## src/rtl/rfmode_pkg.sv

```systemverilog
package rfmode_pkg;

   typedef enum logic [1:0] {
      MODE_SLEEP   = 2'd0,
      MODE_STANDBY = 2'd1,
      MODE_IDLE    = 2'd2,
      MODE_ACTIVE  = 2'd3
   } rf_mode_e;

   typedef struct packed {
      logic tx;
      logic rx;
      logic synth;
      logic xo;
      logic clk;
      logic ser;
   } path_en_t;

endpackage

```

## src/rtl/rfmode_decode.sv

```systemverilog
module rfmode_decode
   import rfmode_pkg::*;
#(
   parameter int              PS_W        = 2,
   parameter logic [PS_W-1:0] CODE_ACTIVE = '1,
   parameter logic [PS_W-1:0] CODE_IDLE   = {{(PS_W-1){1'b0}}, 1'b1}
) (
   input  logic            pwr_en,
   input  logic [PS_W-1:0] ps,
   output rf_mode_e        mode
);

   generate
      if (CODE_ACTIVE == CODE_IDLE) begin : g_code_clash
         $error("rfmode_decode: active and idle codes must differ");
      end
   endgenerate

   // The pin overrides the register; any code other than the two named ones is standby.
   always_comb begin
      if (!pwr_en) begin
         mode = MODE_SLEEP;
      end else if (ps == CODE_ACTIVE) begin
         mode = MODE_ACTIVE;
      end else if (ps == CODE_IDLE) begin
         mode = MODE_IDLE;
      end else begin
         mode = MODE_STANDBY;
      end
   end

endmodule

```

## src/rtl/rfmode_enables.sv

```systemverilog
module rfmode_enables
   import rfmode_pkg::*;
(
   input  rf_mode_e mode,
   input  logic     tr_tx,
   output path_en_t en
);

   logic awake;
   logic lo_on;
   logic live;

   assign awake = (mode != MODE_SLEEP);
   assign lo_on = (mode == MODE_IDLE) || (mode == MODE_ACTIVE);
   assign live  = (mode == MODE_ACTIVE);

   always_comb begin
      en.xo    = awake;
      en.clk   = awake;
      en.ser   = awake;
      en.synth = lo_on;
      en.tx    = live &&  tr_tx;
      en.rx    = live && !tr_tx;
   end

endmodule

```

## src/rtl/rfmode_fe_drive.sv

```systemverilog
module rfmode_fe_drive
   import rfmode_pkg::*;
#(
   parameter  int N_BANDS = 2,
   localparam int BAND_W  = (N_BANDS > 1) ? $clog2(N_BANDS) : 1
) (
   input  rf_mode_e           mode,
   input  logic               tr_tx,
   input  logic               pa_req,
   input  logic [BAND_W-1:0]  band,
   input  logic               cal_busy,
   output logic               fe_on,
   output logic [N_BANDS-1:0] pa_on
);

   generate
      if (N_BANDS < 2) begin : g_band_count
         $error("rfmode_fe_drive: at least two bands are needed");
      end
   endgenerate

   logic pa_ok;

   // Calibration takes the whole front end down, the PAs included.
   assign fe_on = (mode == MODE_ACTIVE) && !cal_busy;
   assign pa_ok = fe_on && tr_tx && pa_req;

   generate
      for (genvar k = 0; k < N_BANDS; k++) begin : g_pa
         assign pa_on[k] = pa_ok && (band == BAND_W'(k));
      end
   endgenerate

endmodule

```

## src/rtl/rfmode_ctrl.sv

```systemverilog
module rfmode_ctrl
   import rfmode_pkg::*;
#(
   parameter int PS_W          = 2,
   parameter bit FE_ACTIVE_LOW = 1'b1
) (
   input  logic            clk,
   input  logic            rst_n,
   input  logic            pwr_en,
   input  logic [PS_W-1:0] pwr_state,
   input  logic            tr_tx,
   input  logic            pa_req,
   input  logic            band_a,
   input  logic            cal_busy,
   output logic            fe_sw,
   output logic            pa_a_sw,
   output logic            pa_b_sw,
   output logic            band_sel,
   output logic            tx_en,
   output logic            rx_en,
   output logic            synth_en,
   output logic            xo_en,
   output logic            refclk_en,
   output logic            serial_en
);

   localparam int N_BANDS = 2;
   localparam int BAND_A  = 1;
   localparam int BAND_B  = 0;

   generate
      if (PS_W < 2) begin : g_ps_width
         $error("rfmode_ctrl: power-state field needs at least two bits");
      end
   endgenerate

   rf_mode_e           mode;
   path_en_t           en_d;
   path_en_t           en_q;
   logic               fe_on_d;
   logic               fe_on_q;
   logic [N_BANDS-1:0] pa_on_d;
   logic [N_BANDS-1:0] pa_on_q;
   logic               band_q;

   rfmode_decode #(
      .PS_W (PS_W)
   ) u_decode (
      .pwr_en (pwr_en),
      .ps     (pwr_state),
      .mode   (mode)
   );

   rfmode_enables u_enables (
      .mode  (mode),
      .tr_tx (tr_tx),
      .en    (en_d)
   );

   rfmode_fe_drive #(
      .N_BANDS (N_BANDS)
   ) u_fe_drive (
      .mode     (mode),
      .tr_tx    (tr_tx),
      .pa_req   (pa_req),
      .band     (band_a),
      .cal_busy (cal_busy),
      .fe_on    (fe_on_d),
      .pa_on    (pa_on_d)
   );

   always_ff @(posedge clk or negedge rst_n) begin
      if (!rst_n) begin
         en_q    <= '0;
         fe_on_q <= 1'b0;
         pa_on_q <= '0;
         band_q  <= 1'b0;
      end else begin
         en_q    <= en_d;
         fe_on_q <= fe_on_d;
         pa_on_q <= pa_on_d;
         band_q  <= band_a;
      end
   end

   assign tx_en     = en_q.tx;
   assign rx_en     = en_q.rx;
   assign synth_en  = en_q.synth;
   assign xo_en     = en_q.xo;
   assign refclk_en = en_q.clk;
   assign serial_en = en_q.ser;
   assign band_sel  = band_q;

   // The switch polarity is fixed at build time; only an inverter follows the flops.
   generate
      if (FE_ACTIVE_LOW) begin : g_drive_low
         assign fe_sw   = ~fe_on_q;
         assign pa_a_sw = ~pa_on_q[BAND_A];
         assign pa_b_sw = ~pa_on_q[BAND_B];
      end else begin : g_drive_high
         assign fe_sw   = fe_on_q;
         assign pa_a_sw = pa_on_q[BAND_A];
         assign pa_b_sw = pa_on_q[BAND_B];
      end
   endgenerate

endmodule

```

## config.mk

```make
export PLATFORM = sky130hd
export DESIGN_NAME = rfmode_ctrl
export DESIGN_NICKNAME = d
export VERILOG_FILES = /design/src/rtl/rfmode_pkg.sv /design/src/rtl/rfmode_decode.sv /design/src/rtl/rfmode_enables.sv /design/src/rtl/rfmode_fe_drive.sv /design/src/rtl/rfmode_ctrl.sv
export SDC_FILE = /design/constraint.sdc
export NUM_CORES = 1
export LEC_CHECK = 0
export CAP_MARGIN = 30
export CORE_AREA = 4 4 41 43
export CTS_CLUSTER_DIAMETER = 120
export DETAILED_ROUTE_END_ITERATION = 12
export DIE_AREA = 0 0 45 47
export PLACE_DENSITY = 0.68
export SYNTH_ARGS = -nofsm -noshare
export SYNTH_HDL_FRONTEND = slang
export SYNTH_HIERARCHICAL = 1
export SYNTH_SLANG_ARGS = --single-unit
```

## constraint.sdc

```tcl
create_clock -name clk -period 0.8 [get_ports clk]
set_input_delay 0.2 -clock clk [delete_from_list [all_inputs] [get_ports clk]]
set_output_delay 0.2 -clock clk [all_outputs]
set_load 0.005 [all_outputs]
```

==> results of run 1 <==
-- layer usage --
layer / GRT usage [%] / wire length, um / vias to the layer above
met5: 0 / 0 / -
met4: 7.02 / 0 / 0
met3: 3.45 / 91 / 0
met2: 13.8 / 312 / 14
met1: 6.87 / 201 / 115
li1: - / - / 125
-- synthesized netlist by cell type --
cell	instances	area, um2
clkbuf_1	1	3.75
buf_4	4	30.0
inv_1	5	18.8
nand2_1	1	3.75
and3_2	1	7.51
nor3_2	1	10.0
dfrtp_1	10	250
nor2_1	1	3.75
or2_1	1	6.26
and3b_2	1	10.0
and2_1	1	6.26
a21boi_1	1	7.51
nand3b_4	1	20.0
nand3_1	1	5.00
-- cell families (layout without fill, tap and decap cells) --
| logic type | Yosys count | in the layout |
|---|---|---|
| flops | 10 | 10 |
| simple gates | 9 | 9 |
| buf+inv | 10 | 28 |
| compound gates | 1 | 1 |
-- cell type report --
class / count / share of cell area, %
Timing Repair Buffer: 19 / 25.8
Sequential cell: 10 / 44.2
Multi-Input combinational cell: 10 / 17.0
Clock buffer: 4 / 6.40
Inverter: 5 / 3.31
Tap cell: 15 / 3.31
-- state kept, by name, indices dropped and copies added, names as in the netlist --
signal,flops
band_sel,1
serial_en,1
fe_on_q,1
refclk_en,1
rx_en,1
pa_on_q,2
xo_en,1
tx_en,1
synth_en,1
-- path summary, 6_finish.rpt --
| kind | cells past startpoint | endpoint | start | slack, ns |
|---|---|---|---|---|
| max | 1 | tx_en | tx_en | -0.15 |
| min | 2 | fe_on_q | rst_n | 0.25 |
| max in group asynchronous | 2 | pa_on_q[1] | rst_n | 0.44 |
| min in group clk | 2 | synth_en | pwr_en | 0.36 |
-- through the flow --
step,setup TNS (ns),std cells,instance area (um2)
finish,-1.37,63,567
global route,-1.87,63,567
CTS,-1.55,63,567
detailed placement,-5.79,59,574
global placement,-5.54,59,574
floorplan,-0.128,30,389
-- timing repair --
action	CTS	global route
pin swaps	3	0
endpoints found under the setup margin	18	10
gates resized for setup	45	0
-- power breakdown --
part / total, W / switching, W / leakage (nW) / internal [W]
Clock: 0.000429 / 0.000154 / 0.0210 / 0.000275
Combinational: 0.000119 / 0.0000484 / 0.153 / 0.0000707
Sequential: 0.000531 / 0.00000443 / 0.128 / 0.000526
Total: 0.00108 / 0.000207 / 0.302 / 0.000872
==> flow_summary.yaml, run 1 <==
status:
  run_status: "finished, violations left"
  violations: "negative setup slack"
place:
  place_congestion: 0.670
  io_buffer_count: 18
  pre_cts_slack_ns: -0.479
detailed_routing:
  route.detailed.drc: 0
  wl_um: 604
  detail-route-antenna-nets: 0
  drt_pass1_iterations: 2
  avgViaCountPerCell: 4.03
  routedWlPerCell_um: 9.59
  dr_total_vias: 254
  drt_iter0_drc: 1
grt:
  grt_usage_pct: 7.93
  antenna_found_initial: 0
  grt_pass1_vias: 274
  gr-total-overflow: 0
  grt_max_degree: 11
  grt_pass1_wl_um: 1110
power:
  leakagePower_nw: 0.302
  vdd.ir_drop.worst_mv: 1.04
  power.total_w: 0.00108
  powerDensity_nw_per_um2: 1900
yosys:
  syn_area_um2: 383
  yosysSeqAreaShare_pct: 65.4
  synth_cell_types: 14
  synthSimpleGateAreaFrac_pct: 19.0
  syn-mean-instance-area_um2: 12.8
  synth.mux.area_fraction_pct: 0
  synth_compound_area_share_pct: 1.96
  synth_nets: 39
  synthesis.instances: 30
  ys_seq_elements: 10
  synthXorXnorAreaFrac_pct: 0
  ys_warn_count: 6
  synthAdderAreaFrac_pct: 0
  synth_top_family_by_area: "simple AND/OR/NAND/NOR gates"
floorplan:
  dieHeight_um: 47
  fp.dieW_um: 45
  die-area_um2: 2120
  pin_count: 19
  core-area_um2: 1300
  start_util_pct: 29.4
  rows: 13
final_layout:
  multi_input_area_um2: 96.3
  final_cell_mix: "10 x dfrtp_1, 10 x buf_2, 5 x inv_1, 5 x clkdlybuf4s50_1"
  n_antenna_cell: 0
  syn2layout_area_growth_pct: 48.0
  nFillCells: 142
  fin_nets: 58
  layout-drive-gt1-share_pct: 45.8
  regArea_um2: 250
  post-route-util_pct: 43.6
setup_path:
  crit_family: "flip-flops"
  endpoint_kind: "output pin"
  crit_required_ns: 0.60
  crit_arrival_ns: 0.75
  startpoint_type: "register"
  critPathMaxFanout: 1
  crit_buf_inv: 1
  cp_slowest_cell: "dfrtp_1"
  path_class: "reg -> out"
  path_cells: "buf_2"
  max_stage_delay_ns: 0.37
cts:
  cts_max_path_buffers: 2
  cts_tree: "built"
  cts_hold_buf: 0
  postCtsSetupRepairBufs: 0
  htreeDepth: 1
  cts.reportedPaths.clkPinSlew_ns: 0.06
  cts_made_buffers: 3
  cts_sinks: 10
  cts_root_buf: "clkbuf_4"
hold_path:
  min_path_type: "in -> async"
timing:
  max_freq_ghz: 1.05
  whs_ns: 0.255
  rsz0062_at_grt: "yes"
  setup_viol_count_final: 10
  fin_crit_ns: 0.951
  finalHoldViolCount: 0
  worst_slew_pin_slew_ns: 0.172
  timing.final.max_slew_violations: 0
  fin_ws_ns: -0.151
  max_slew_margin_pct: 88.5
  fin_crit_sh_pct: 119
job:
  cap_viol_max_count: 0
(Power assumes the default switching activity.)
==> run 2: changes to the inputs <==
- PLACE_DENSITY: 0.68 -> 0.58
- SYNTH_HIERARCHICAL: 1 -> default
- clock period: 0.8 -> 1.1 ns (I/O delays scaled with it)
==> flow_summary.yaml, run 2 <==
setup_path:
  endpoint_kind: "output pin"
  critPathMaxFanout: 1
  crit_buf_inv: 1
  setup.worst_path.start: "tx_en"
  max_stage_delay_ns: 0.35
  cp_slowest_cell: "dfrtp_1"
  startpoint_type: "register"
  path_cells: "clkdlybuf4s15_1"
  crit_family: "flip-flops"
  crit_arrival_ns: 0.79
  crit_required_ns: 0.82
  path_class: "reg -> out"
cts:
  cts_max_path_buffers: 2
  cts_made_buffers: 3
  htreeDepth: 1
  cts_sinks: 8
  cts_root_buf: "clkbuf_4"
  postCtsSetupRepairBufs: 0
  cts.reportedPaths.clkPinSlew_ns: 0.05
  cts_resized: 32
  cts_hold_buf: 0
  cts_tree: "built"
final_layout:
  n_antenna_cell: 0
  nFillCells: 145
  final_cell_mix: "8 x dfrtp_1, 8 x clkdlybuf4s50_1, 6 x buf_2"
  syn2layout_area_growth_pct: 56.9
  fin_nets: 53
  post-route-util_pct: 35.0
  largest_register_ffs: 2
  final_area_um2: 455
  layout-drive-gt1-share_pct: 38.1
  regMostFlops: "pa_on_q"
timing:
  timing.final.max_slew_violations: 0
  max_freq_ghz: 0.938
  setup_tns_ns: 0
  worst_slew_pin_slew_ns: 0.345
  whs_ns: 0.300
  max_slew_margin_pct: 76.9
  rsz0062_at_grt: "no"
  fin_crit_sh_pct: 96.9
  fin_crit_ns: 1.07
  finalHoldViolCount: 0
  setup_viol_count_final: 0
grt:
  antenna_found_initial: 0
  gr-total-overflow: 0
  grt_usage_pct: 7.11
  grt_pass1_vias: 234
  grt_pass1_wl_um: 972
  grt_max_degree: 9
detailed_routing:
  routedWlPerCell_um: 11.0
  detail-route-antenna-nets: 0
  route.detailed.drc: 0
  wl_um: 625
  drt_iter0_drc: 0
  drt_pass1_iterations: 1
  dr_total_vias: 220
  avgViaCountPerCell: 3.86
yosys:
  synth_area_leader_cell: "dfrtp_1"
  synthTopCellsByArea: "dfrtp_1 69%, buf_4 5.2%, inv_1 5.2%"
  synth_nets: 32
  syn-mean-instance-area_um2: 12.6
  ys.flop_type: "dfrtp_1"
  yosysSeqAreaShare_pct: 69.0
  synthArstFlopShare_pct: 100
  synth_cell_types: 11
  synth_most_common_cell: "dfrtp_1"
  syn_area_um2: 290
  synthTopCellsByCount: "8 x dfrtp_1, 4 x inv_1, 2 x buf_4, 2 x nor2_1"
  synth_top_area_share_pct: 69.0
  synth_edf_count: 0
  ys_seq_elements: 8
  ys_warn_count: 0
  synthesis.instances: 23
place:
  placed_cell_area_um2: 478
  place_congestion: 0.636
  hpwl_um: 526
  io_buffer_count: 18
power:
  powerDensity_nw_per_um2: 1290
  vdd.ir_drop.worst_mv: 0.461
  leakagePower_nw: 0.221
floorplan:
  start_util_pct: 22.3
  pin_count: 19
  dieHeight_um: 47
  fp.dieW_um: 45
  core-area_um2: 1300
  die-area_um2: 2120
  rows: 13
job:
  cap_viol_max_count: 0
status:
  run_status: "complete, no violations"
hold_path:
  min_path_type: "in -> async"
==> run 2: cell families after synthesis <==
| logic type | share of synthesized area [%] |
|---|---|
| buffers and inverters | 11.6 |
| DFF | 69.0 |
| and+or+nand+nor | 19.4 |
==> run 2: worst max-delay path by stage <==
stage	end	slack [ns]	cells past startpoint
global route	tx_en	0.004	1
global placement	pa_on_q[0]	-0.11	3
finish	tx_en	0.03	1
detailed placement	pa_on_q[0]	-0.19	3
CTS	band_sel	0.006	1
floorplan	serial_en	0.31	1
==> run 2: layout make-up <==
type | instances | area (um2) | share of cell area [%]
Sequential cell | 8 | 200 | 44.0
Timing Repair Buffer | 19 | 143 | 31.3
Multi-Input combinational cell | 8 | 56.3 | 12.4
Clock buffer | 3 | 22.5 | 4.95
Tap cell | 15 | 18.8 | 4.12
Inverter | 4 | 15.0 | 3.30
==> run 2: stage by stage <==
| stage | cells | setup slack, ns | power (W) |
|---|---|---|---|
| CTS | 57 | 0.00580 | 0.000602 |
| global placement | 54 | -0.112 | 0.000389 |
| global route | 57 | 0.00358 | 0.000616 |
| finish | 57 | 0.0338 | 0.000586 |
| floorplan | 23 | 0.310 | 0.000327 |
| detailed placement | 54 | -0.194 | 0.000391 |
==> run 2: power breakdown <==
group | leakage [nW] | internal [W] | switching [W]
registers | 0.105 | 0.000304 | 0.00000264
logic | 0.102 | 0.0000406 | 0.0000265
clock network | 0.0138 | 0.000124 | 0.0000886
==> run 2: metal layers <==
metal	global-route usage [%]	part of all wire, %	vias up
met1	5.63	32	107
met4	8.77	0	0
li1	-	-	106
met5	0	0	-
met3	2.30	7.7	0
met2	12.4	60	7
==> run 3: changes to the inputs <==
- clock period: 1.1 -> 1 ns (I/O delays scaled with it)
==> flow_summary.yaml, run 3 (synthesized netlist as in run 2, its figures left out) <==
setup_path:
  crit_buf_inv: 1
  crit_required_ns: 0.75
  critPathMaxFanout: 3
  cp_slowest_cell: "dfrtp_1"
  crit_arrival_ns: 0.75
  setup.worst_path.start: "serial_en"
  cp-endpoint: "xo_en"
  endpoint_kind: "output pin"
  path_cells: "buf_2"
  path_class: "reg -> out"
  max_stage_delay_ns: 0.38
  crit_family: "flip-flops"
  startpoint_type: "register"
  path_depth: 1
floorplan:
  rows: 13
  dieHeight_um: 47
  fp.dieW_um: 45
  die-area_um2: 2120
  start_util_pct: 22.3
  pin_count: 19
  core-area_um2: 1300
cts:
  cts_made_buffers: 3
  htreeDepth: 1
  cts_root_buf: "clkbuf_4"
  cts_max_path_buffers: 2
  cts.reportedPaths.clkPinSlew_ns: 0.05
  cts_hold_buf: 0
  cts_sinks: 8
  cts_tree: "built"
power:
  vdd.ir_drop.worst_mv: 0.507
  powerDensity_nw_per_um2: 1410
  leakagePower_nw: 0.233
detailed_routing:
  detail-route-antenna-nets: 0
  wl_um: 624
  dr_total_vias: 221
  drt_iter0_drc: 0
  avgViaCountPerCell: 3.81
  routedWlPerCell_um: 10.8
  drt_pass1_iterations: 1
  route.detailed.drc: 0
place:
  io_buffer_count: 18
  place_congestion: 0.636
  hpwl_um: 526
  placed_cell_area_um2: 478
status:
  run_status: "finished, violations left"
  violations: "negative setup slack"
final_layout:
  final_cell_mix: "10 x buf_2, 8 x dfrtp_1, 4 x inv_1, 4 x clkdlybuf4s50_1, 4 x dlygate4sd2_1"
  regArea_um2: 200
  final_area_um2: 453
  fin_nets: 54
  syn2layout_area_growth_pct: 56.0
  multi_input_area_um2: 56.3
  layout-drive-gt1-share_pct: 41.9
  final_common_cell: "buf_2"
  n_antenna_cell: 0
  nFillCells: 142
  regMostFlops: "pa_on_q"
  largest_register_ffs: 2
job:
  cap_viol_max_count: 0
timing:
  worst_slew_pin_slew_ns: 0.343
  fin_crit_ns: 1.00
  setup_viol_count_final: 1
  whs_ns: 0.274
  finalHoldViolCount: 0
  fin_crit_sh_pct: 100
  rsz0062_at_grt: "yes"
  max_freq_ghz: 0.999
  max_slew_margin_pct: 77.1
  timing.final.max_slew_violations: 0
  fin_ws_ns: -0.000518
grt:
  antenna_found_initial: 0
  grt_pass1_wl_um: 1000
  grt_max_degree: 9
  grt_pass1_vias: 233
  gr-total-overflow: 0
  grt_usage_pct: 7.27
hold_path:
  min_path_type: "in -> async"
[run 3: cell types whose count changed in the layout (fill, tap and decap cells not counted), sizes merged]
cell,before,now
buf,7,12
clkbuf,6,3
clkdlybuf4s50,8,4
dlygate4sd2,0,4
clkdlybuf4s15,1,0
[run 3: what timing repair did]
item | CTS | global route
gates cloned | 0 | 0
setup endpoints to repair | 11 | 8
gates resized for setup | 44 | 0
setup buffers | 1 | 0
pin swaps | 2 | 0
[run 3: worst min path at each step]
| stage | start | to | slack [ns] | depth (start not counted) |
|---|---|---|---|---|
| floorplan | rst_n | band_sel | -0.05 | 0 |
| global placement | rst_n | synth_en | 0.53 | 1 |
| detailed placement | rst_n | serial_en | 0.54 | 1 |
| CTS | rst_n | synth_en | 0.27 | 1 |
| global route | rst_n | serial_en | 0.30 | 1 |
| finish | rst_n | band_sel | 0.27 | 1 |
[run 3: area by class of cell]
type | count | share of cell area (%)
flip-flops and latches | 8 | 44.2
repair buffers | 20 | 30.9
multi-input cells | 8 | 12.4
clock buffers | 3 | 4.97
well taps | 15 | 4.14
inverters | 4 | 3.31
[run 3: through the flow]
stage	power (W)	worst slack [ns]	TNS [ns]	std cells	util, %
6_report	0.000639	-0.000518	-0.000518	58	34.8
3_3_place_gp	0.000428	-0.187	-1.58	54	36.7
2_1_floorplan	0.000360	0.235	0	23	-
4_1_cts	0.000655	-0.0215	-0.0808	58	34.8
5_1_grt	0.000672	-0.0535	-0.237	58	34.8
3_5_place_dp	0.000430	-0.269	-1.80	54	36.7
[run 3: power breakdown]
group          total (W)  internal (W)  switching [W]
Clock           0.000234      0.000137      0.0000976
Sequential      0.000337      0.000334     0.00000264
Combinational  0.0000688     0.0000395      0.0000293
Total           0.000639      0.000510       0.000130
[run 3: per-layer routing]
metal  vias up  routed length, um  GRT usage (%)
li1        109                  -              -
met1       105                196           6.10
met2         7                379           12.4
met3         0                 48           2.30
met4         0                  0           8.77
met5         -                  0              0
